$ cat src/rtl/mshift_pkg.sv
package mshift_pkg;

  // Source selector for the result register
  typedef enum logic [1:0] {
    SRC_LOAD  = 2'd0,
    SRC_SMALL = 2'd1,
    SRC_MID   = 2'd2,
    SRC_LARGE = 2'd3
  } src_sel_t;

  // Number of greedy steps needed for a shift of amt
  function automatic int greedy_steps(int amt, int s, int m, int l);
    int r;
    int n;
    r = amt;
    n = 0;
    while (r > 0) begin
      if (r >= l)      r = r - l;
      else if (r >= m) r = r - m;
      else             r = r - s;
      n = n + 1;
    end
    return n;
  endfunction

  // Worst case over every in-range amount
  function automatic int worst_steps(int w, int s, int m, int l);
    int best;
    best = 0;
    for (int a = 0; a < w; a++) begin
      if (greedy_steps(a, s, m, l) > best) best = greedy_steps(a, s, m, l);
    end
    return best;
  endfunction

endpackage

$ cat src/rtl/mshift_step_pick.sv
module mshift_step_pick
  import mshift_pkg::*;
#(
  parameter int AMT_W  = 5,
  parameter int STEP_S = 1,
  parameter int STEP_M = 3,
  parameter int STEP_L = 7
) (
  input  logic [AMT_W-1:0] remain,
  output src_sel_t         sel,
  output logic [AMT_W-1:0] step
);

  localparam logic [AMT_W-1:0] S_V = AMT_W'(STEP_S);
  localparam logic [AMT_W-1:0] M_V = AMT_W'(STEP_M);
  localparam logic [AMT_W-1:0] L_V = AMT_W'(STEP_L);

  // Largest distance not exceeding what is left
  always_comb begin
    if (remain >= L_V) begin
      sel  = SRC_LARGE;
      step = L_V;
    end else if (remain >= M_V) begin
      sel  = SRC_MID;
      step = M_V;
    end else if (remain >= S_V) begin
      sel  = SRC_SMALL;
      step = S_V;
    end else begin
      sel  = SRC_LOAD;
      step = '0;
    end
  end

endmodule

$ cat src/rtl/mshift_datapath.sv
module mshift_datapath
  import mshift_pkg::*;
#(
  parameter int WIDTH  = 24,
  parameter int STEP_S = 1,
  parameter int STEP_M = 3,
  parameter int STEP_L = 7
) (
  input  logic             clk,
  input  logic             rst_n,
  input  logic             en,
  input  src_sel_t         sel,
  input  logic [WIDTH-1:0] load_val,
  output logic [WIDTH-1:0] q
);

  localparam int NSRC = 4;
  localparam int STEP_TAB [NSRC-1] = '{STEP_S, STEP_M, STEP_L};

  logic [WIDTH-1:0] cand [NSRC];

  assign cand[0] = load_val;

  // One fixed-distance shifted copy per step size
  for (genvar g = 0; g < NSRC - 1; g++) begin : g_cand
    assign cand[g+1] = q << STEP_TAB[g];
  end

  always_ff @(posedge clk or negedge rst_n) begin
    if (!rst_n)  q <= '0;
    else if (en) q <= cand[sel];
  end

endmodule

$ cat src/rtl/mshift_ctrl.sv
module mshift_ctrl
  import mshift_pkg::*;
#(
  parameter int WIDTH = 24,
  parameter int AMT_W = 5
) (
  input  logic             clk,
  input  logic             rst_n,
  input  logic             in_valid,
  input  logic [AMT_W-1:0] in_amt,
  input  logic             out_ready,
  input  src_sel_t         pick_sel,
  input  logic [AMT_W-1:0] pick_step,
  output logic             in_ready,
  output logic             out_valid,
  output logic             busy,
  output logic             reg_en,
  output src_sel_t         reg_sel,
  output logic             load_zero,
  output logic [AMT_W-1:0] remain
);

  typedef enum logic [1:0] {ST_IDLE, ST_SHIFT, ST_HOLD} state_t;

  localparam logic [AMT_W:0] WIDTH_V = (AMT_W+1)'(WIDTH);

  state_t state_q, state_d;
  logic [AMT_W-1:0] remain_d;
  logic accept;
  logic amt_big;
  logic amt_zero;

  assign amt_big   = {1'b0, in_amt} >= WIDTH_V;
  assign amt_zero  = in_amt == '0;
  assign in_ready  = (state_q == ST_IDLE) || ((state_q == ST_HOLD) && out_ready);
  assign accept    = in_valid && in_ready;
  assign out_valid = state_q == ST_HOLD;
  assign busy      = state_q == ST_SHIFT;
  assign load_zero = amt_big;

  always_comb begin
    state_d  = state_q;
    remain_d = remain;
    reg_en   = 1'b0;
    reg_sel  = SRC_LOAD;
    if (accept) begin
      reg_en   = 1'b1;
      reg_sel  = SRC_LOAD;
      remain_d = in_amt;
      state_d  = (amt_zero || amt_big) ? ST_HOLD : ST_SHIFT;
    end else begin
      case (state_q)
        ST_SHIFT: begin
          reg_en   = 1'b1;
          reg_sel  = pick_sel;
          remain_d = remain - pick_step;
          if (remain == pick_step) state_d = ST_HOLD;
        end
        ST_HOLD: begin
          if (out_ready) state_d = ST_IDLE;
        end
        default: state_d = ST_IDLE;
      endcase
    end
  end

  always_ff @(posedge clk or negedge rst_n) begin
    if (!rst_n) begin
      state_q <= ST_IDLE;
      remain  <= '0;
    end else begin
      state_q <= state_d;
      remain  <= remain_d;
    end
  end

endmodule

$ cat src/rtl/mant_step_shifter.sv
module mant_step_shifter
  import mshift_pkg::*;
#(
  parameter int WIDTH  = 24,
  parameter int STEP_S = 1,
  parameter int STEP_M = 3,
  parameter int STEP_L = 7,
  localparam int AMT_W = $clog2(WIDTH)
) (
  input  logic             clk,
  input  logic             rst_n,
  input  logic             in_valid,
  output logic             in_ready,
  input  logic [WIDTH-1:0] in_data,
  input  logic [AMT_W-1:0] in_amt,
  output logic             out_valid,
  input  logic             out_ready,
  output logic [WIDTH-1:0] out_data,
  output logic             busy
);

  src_sel_t         pick_sel;
  src_sel_t         reg_sel;
  logic [AMT_W-1:0] pick_step;
  logic [AMT_W-1:0] remain;
  logic             reg_en;
  logic             load_zero;
  logic [WIDTH-1:0] load_val;

  assign load_val = load_zero ? '0 : in_data;

  mshift_step_pick #(
    .AMT_W (AMT_W),
    .STEP_S(STEP_S),
    .STEP_M(STEP_M),
    .STEP_L(STEP_L)
  ) u_pick (
    .remain(remain),
    .sel   (pick_sel),
    .step  (pick_step)
  );

  mshift_ctrl #(
    .WIDTH(WIDTH),
    .AMT_W(AMT_W)
  ) u_ctrl (
    .clk      (clk),
    .rst_n    (rst_n),
    .in_valid (in_valid),
    .in_amt   (in_amt),
    .out_ready(out_ready),
    .pick_sel (pick_sel),
    .pick_step(pick_step),
    .in_ready (in_ready),
    .out_valid(out_valid),
    .busy     (busy),
    .reg_en   (reg_en),
    .reg_sel  (reg_sel),
    .load_zero(load_zero),
    .remain   (remain)
  );

  mshift_datapath #(
    .WIDTH (WIDTH),
    .STEP_S(STEP_S),
    .STEP_M(STEP_M),
    .STEP_L(STEP_L)
  ) u_dp (
    .clk     (clk),
    .rst_n   (rst_n),
    .en      (reg_en),
    .sel     (reg_sel),
    .load_val(load_val),
    .q       (out_data)
  );

endmodule

$ cat config.mk
export PLATFORM = sky130hd
export DESIGN_NAME = mant_step_shifter
export DESIGN_NICKNAME = d
export VERILOG_FILES = /design/src/rtl/mshift_pkg.sv /design/src/rtl/mshift_step_pick.sv /design/src/rtl/mshift_datapath.sv /design/src/rtl/mshift_ctrl.sv /design/src/rtl/mant_step_shifter.sv
export SDC_FILE = /design/constraint.sdc
export NUM_CORES = 1
export LEC_CHECK = 0
export BUFFER_PORTS_ARGS = -buffer_cell sky130_fd_sc_hd__buf_2
export CORE_MARGIN = 2
export CORE_UTILIZATION = 35
export DETAILED_ROUTE_END_ITERATION = 12
export GPL_TIMING_DRIVEN = 1
export PLACE_DENSITY = 0.66
export SLEW_MARGIN = 20
export SYNTH_ARGS = -nofsm -noshare
export SYNTH_HDL_FRONTEND = slang
export SYNTH_SLANG_ARGS = --single-unit
$ cat constraint.sdc
create_clock -name clk -period 2.55 [get_ports clk]
set_input_delay 0.255 -clock clk [delete_from_list [all_inputs] [get_ports clk]]
set_output_delay 0.255 -clock clk [all_outputs]
set_load 0.01 [all_outputs]
==> reports/qor_table.md <==
| Metric | This run |
| --- | --- |
| WP data required | 2.71 ns |
| Share of flip-flops with an asynchronous set or reset | 100% |
| Average cell area after synthesis | 10.5 um2 |
| Sw power | 1500 uW |
| Detailed Place HPWL | 3.85 mm |
| RSZ-0062 raised after global routing | false |
| Period utilisation layout | 91.2% |
| Min Clock Period, post-route | 2.33 ns |
| H-tree depth | 2 |
| Worst-Margin Slew | 1.04 ns |
| Cell types with the highest counts after synthesis | dfrtp_1, mux2i_1, nand2_1 |
| Portion of netlist area occupied by mux cells | 8.93% |
| Internal portion of total power | 1730 uW |
| Most area-consuming cells after synthesis | dfrtp_1, mux2i_1, a221o_1, a22oi_1, o2bb2ai_1 |
| Setup_tns | 0 ns |
| Final weighted congestion in routability-driven placement | 0.839 |
| Peak supply drop | 499 uV |
| Library cell with the highest instance count after synthesis | dfrtp_1 |
| Routed length per instance | 17.3 um |
| Number of detailed-route iterations in the first pass | 4 |
| Area of the mapped netlist | 1960 um2 |
| Pin count of the biggest net entering global routing | 32 |
| Fraction of the mapped netlist area in adder cells | 2.93% |
| Worst EP arrival | 2.49 ns |
| Total power density per cell area | 1350 nW/um2 |
| Die Outline Area | 6220 um2 |
| Count of flip-flops with a built-in enable after synthesis | 0 |
| Kind of launch point of the worst setup path | flop |
| Clock sinks | 31 |
| Cts-stage hold buffer count | 0 |
| Crit path max-delay cell type | or4_1 |
| Cell accounting for the most synthesized area | dfrtp_1 |
| Number of nets with antenna violations after routing | 0 |
| Final cell count without fillers | 315 |
| Tightest slew margin relative to the limit | 30.7% |
| Complex-gate fraction of the synthesized area | 31.8% |
| Synthesized netlist cell count | 186 |
| Clock latency on the worst-skew pair | 0.28 ns |
| Fill cell instance count of the final layout | 554 |
| Detailed router's first-iteration violation count | 129 |
| Max-cap violations | 0 |
| Area occupied by multi-input gates | 1080 um2 |
| Synthesized-area fraction occupied by and/or/nand/nor cells | 10.2% |
| Synthesis-to-layout area growth | 22.2% |
| Leakage power | 0.00115 uW |
| TritonCTS clock tree | built |
| Overflow after GRT | 0 |
| Proportion of synthesized chip area in sequential cells | 39.5% |
| Global router's overall resource usage | 18.3% |
| Routed via count | 1825 |
| Yosys Warn Count | 0 |
| Category of the critical setup timing path | reg -> reg |
| Post_cts resized | 0 |
| Placed instance count | 309 |
| Number of antenna violations at the first check in global routing | 0 |
| Vias in the first global route | 1702 |
| Register share of total power | 30.4% |
| Ant. Diodes | 0 |
| Final count of hold timing violations | 0 |
| Die extent in y | 78.9 um |
| Total nets after synthesis | 223 |
| Slowest Stage Delay on Critical Path | 0.42 ns |
| Main synth FF type | dfrtp_1 |
| Buffer cell driving the clock tree root | clkbuf_8 |
| Number of buffers inserted by post-CTS setup repair | 0 |
| CP delay by family, top | simple AND/OR/NAND/NOR gates |
| Total wire length | 5.46 mm |
| Fin Clk Skew | 0.00349 ns |
| NumNets Final | 281 |
| Crit path buf inv count | 1 |
| Worst hold path type | in -> async |
| Status | complete, no violations |
| Endpoints failing setup | 0 |
| Standard cell core area | 5470 um2 |
| Achievable Freq | 430 MHz |
| Clock power frac | 11.1% |
| Xor and xnor area share after synthesis | 0.893% |
| Number of placed I/O pins | 60 |
| Main combinational cell family by area after synthesis | compound AO/OA/AOI/OAI gates |
| Number of vias per cell after detailed routing | 5.79 |
| Worst-case clock buffer depth | 2 |
| Nature of the critical path endpoint | flop |
| Switching part of the total | 46.4% |
| Cells traversed along the worst timing path | or2_1, or4_1, ha_1, fa_1, xnor2_1, a222oi_1, inv_1 |
| Number of max-slew violations in the final report | 0 |
| Critical path peak fanout | 6 |
| Wire length of the first global-routing pass | 9.03 mm |
| Standard-cell row count | 27 |
| FF+latch count, synth | 31 |
| Initial core utilization | 35.8% |
| Number of unique standard cell types used by synthesis | 43 |
| Die boundary width | 78.9 um |
| FF+latch area | 776 um2 |
| DRC | 0 |
| Part of the power in combinational logic | 58.6% |
| Clock slew at the register clock pins of the worst setup and hold paths | 0.06 ns |
| Total of buffers placed on input and output ports | 59 |
| Share of Yosys cell area claimed by the top area cell type | 39.5% |
| TritonCTS buffer count | 5 |
| Ratio of cells with drive above 1 in the final layout | 32.9% |
-- final timing paths --
check	from	to	slack (ns)	cells after the start
max in group asynchronous	rst_n	u_dp.q[4]$_DFFE_PN0P_	2.06	1
setup / recovery	u_ctrl.remain[3]$_DFFE_PN0P_	u_ctrl.remain[2]$_DFFE_PN0P_	0.22	7
setup reg to reg	u_ctrl.remain[3]$_DFFE_PN0P_	u_ctrl.remain[2]$_DFFE_PN0P_	0.22	7
hold / removal	rst_n	u_dp.q[23]$_DFFE_PN0P_	0.03	1
min in group clk	in_data[1]	u_dp.q[1]$_DFFE_PN0P_	0.16	3
hold reg to reg	u_dp.q[23]$_DFFE_PN0P_	u_dp.q[23]$_DFFE_PN0P_	0.50	2
-- metrics by stage --
stage | total power, uW | cell area (um2) | worst slack [ns] | hold WS, ns | util [%]
after CTS | 3240 | 2400 | 0.210 | 0.0493 | 43.8
after detailed placement | 2870 | 2320 | 0.215 | 0.352 | 42.5
after global placement | 2840 | 2320 | 0.267 | 0.354 | 42.5
final | 3230 | 2400 | 0.224 | 0.0274 | 43.8
after global routing | 3480 | 2400 | 0.103 | 0.0757 | 43.8
after floorplan | 2330 | 1960 | 0.298 | -0.0406 | -
-- cell families (layout without fill, tap and decap cells) --
group,Yosys count,after routing
compound gates,72,72
xor+xnor,2,2
fa+ha+maj,4,4
buf+inv,21,78
flops,31,31
mux,17,17
simple gates,39,39
-- cell usage in the layout (no fill, tap or decap), types with 2 or more instances in the layout --
cell	Yosys	final
a21oi_1	2	2
a221o_1	11	11
a22oi_1	14	14
a31oi_1	6	6
and3_1	6	6
buf_2	4	59
buf_4	0	4
clkbuf_8	0	5
dfrtp_1	31	31
ha_1	3	3
inv_1	7	7
mux2i_1	16	16
nand2_1	16	16
nand2b_1	2	2
nor2_1	4	4
nor2b_1	2	2
nor3b_1	2	2
o211ai_1	2	2
o21ai_0	8	7
o21ai_1	2	2
o221ai_1	5	5
o2bb2ai_1	11	11
or4_1	2	2
xnor2_1	2	2
-- final cells by class --
class,count,share of cell area [%]
Sequential cell,31,32.4
Timing Repair Buffer,64,14.4
Multi-Input combinational cell,134,45.0
Clock buffer,6,3.03
Inverter,8,1.46
Tap cell,72,3.76
-- per-layer routing --
layer  vias up  wire (um)  GRT usage [%]  share of wire, %
met3         6        293           3.86               5.4
met4         0         57           4.66               1.0
met5         -          0              0                 0
met2        56       2530           27.0                46
li1        852          -              -                 -
met1       911       2580           27.3                47
-- sequential cells by signal, indices dropped and copies added, names as in the netlist --
signal,flops
u_ctrl.remain,5
u_dp.q,24
u_ctrl.state_q,2
-- power by group through the flow --
stage	logic [uW]	registers [uW]	clock network [uW]
finish	1890	980	357
CTS	1890	980	372
floorplan	1370	961	0
global placement	1860	980	0
global route	2070	1020	388
detailed placement	1890	986	0
Power figures use the tool's default switching activity.
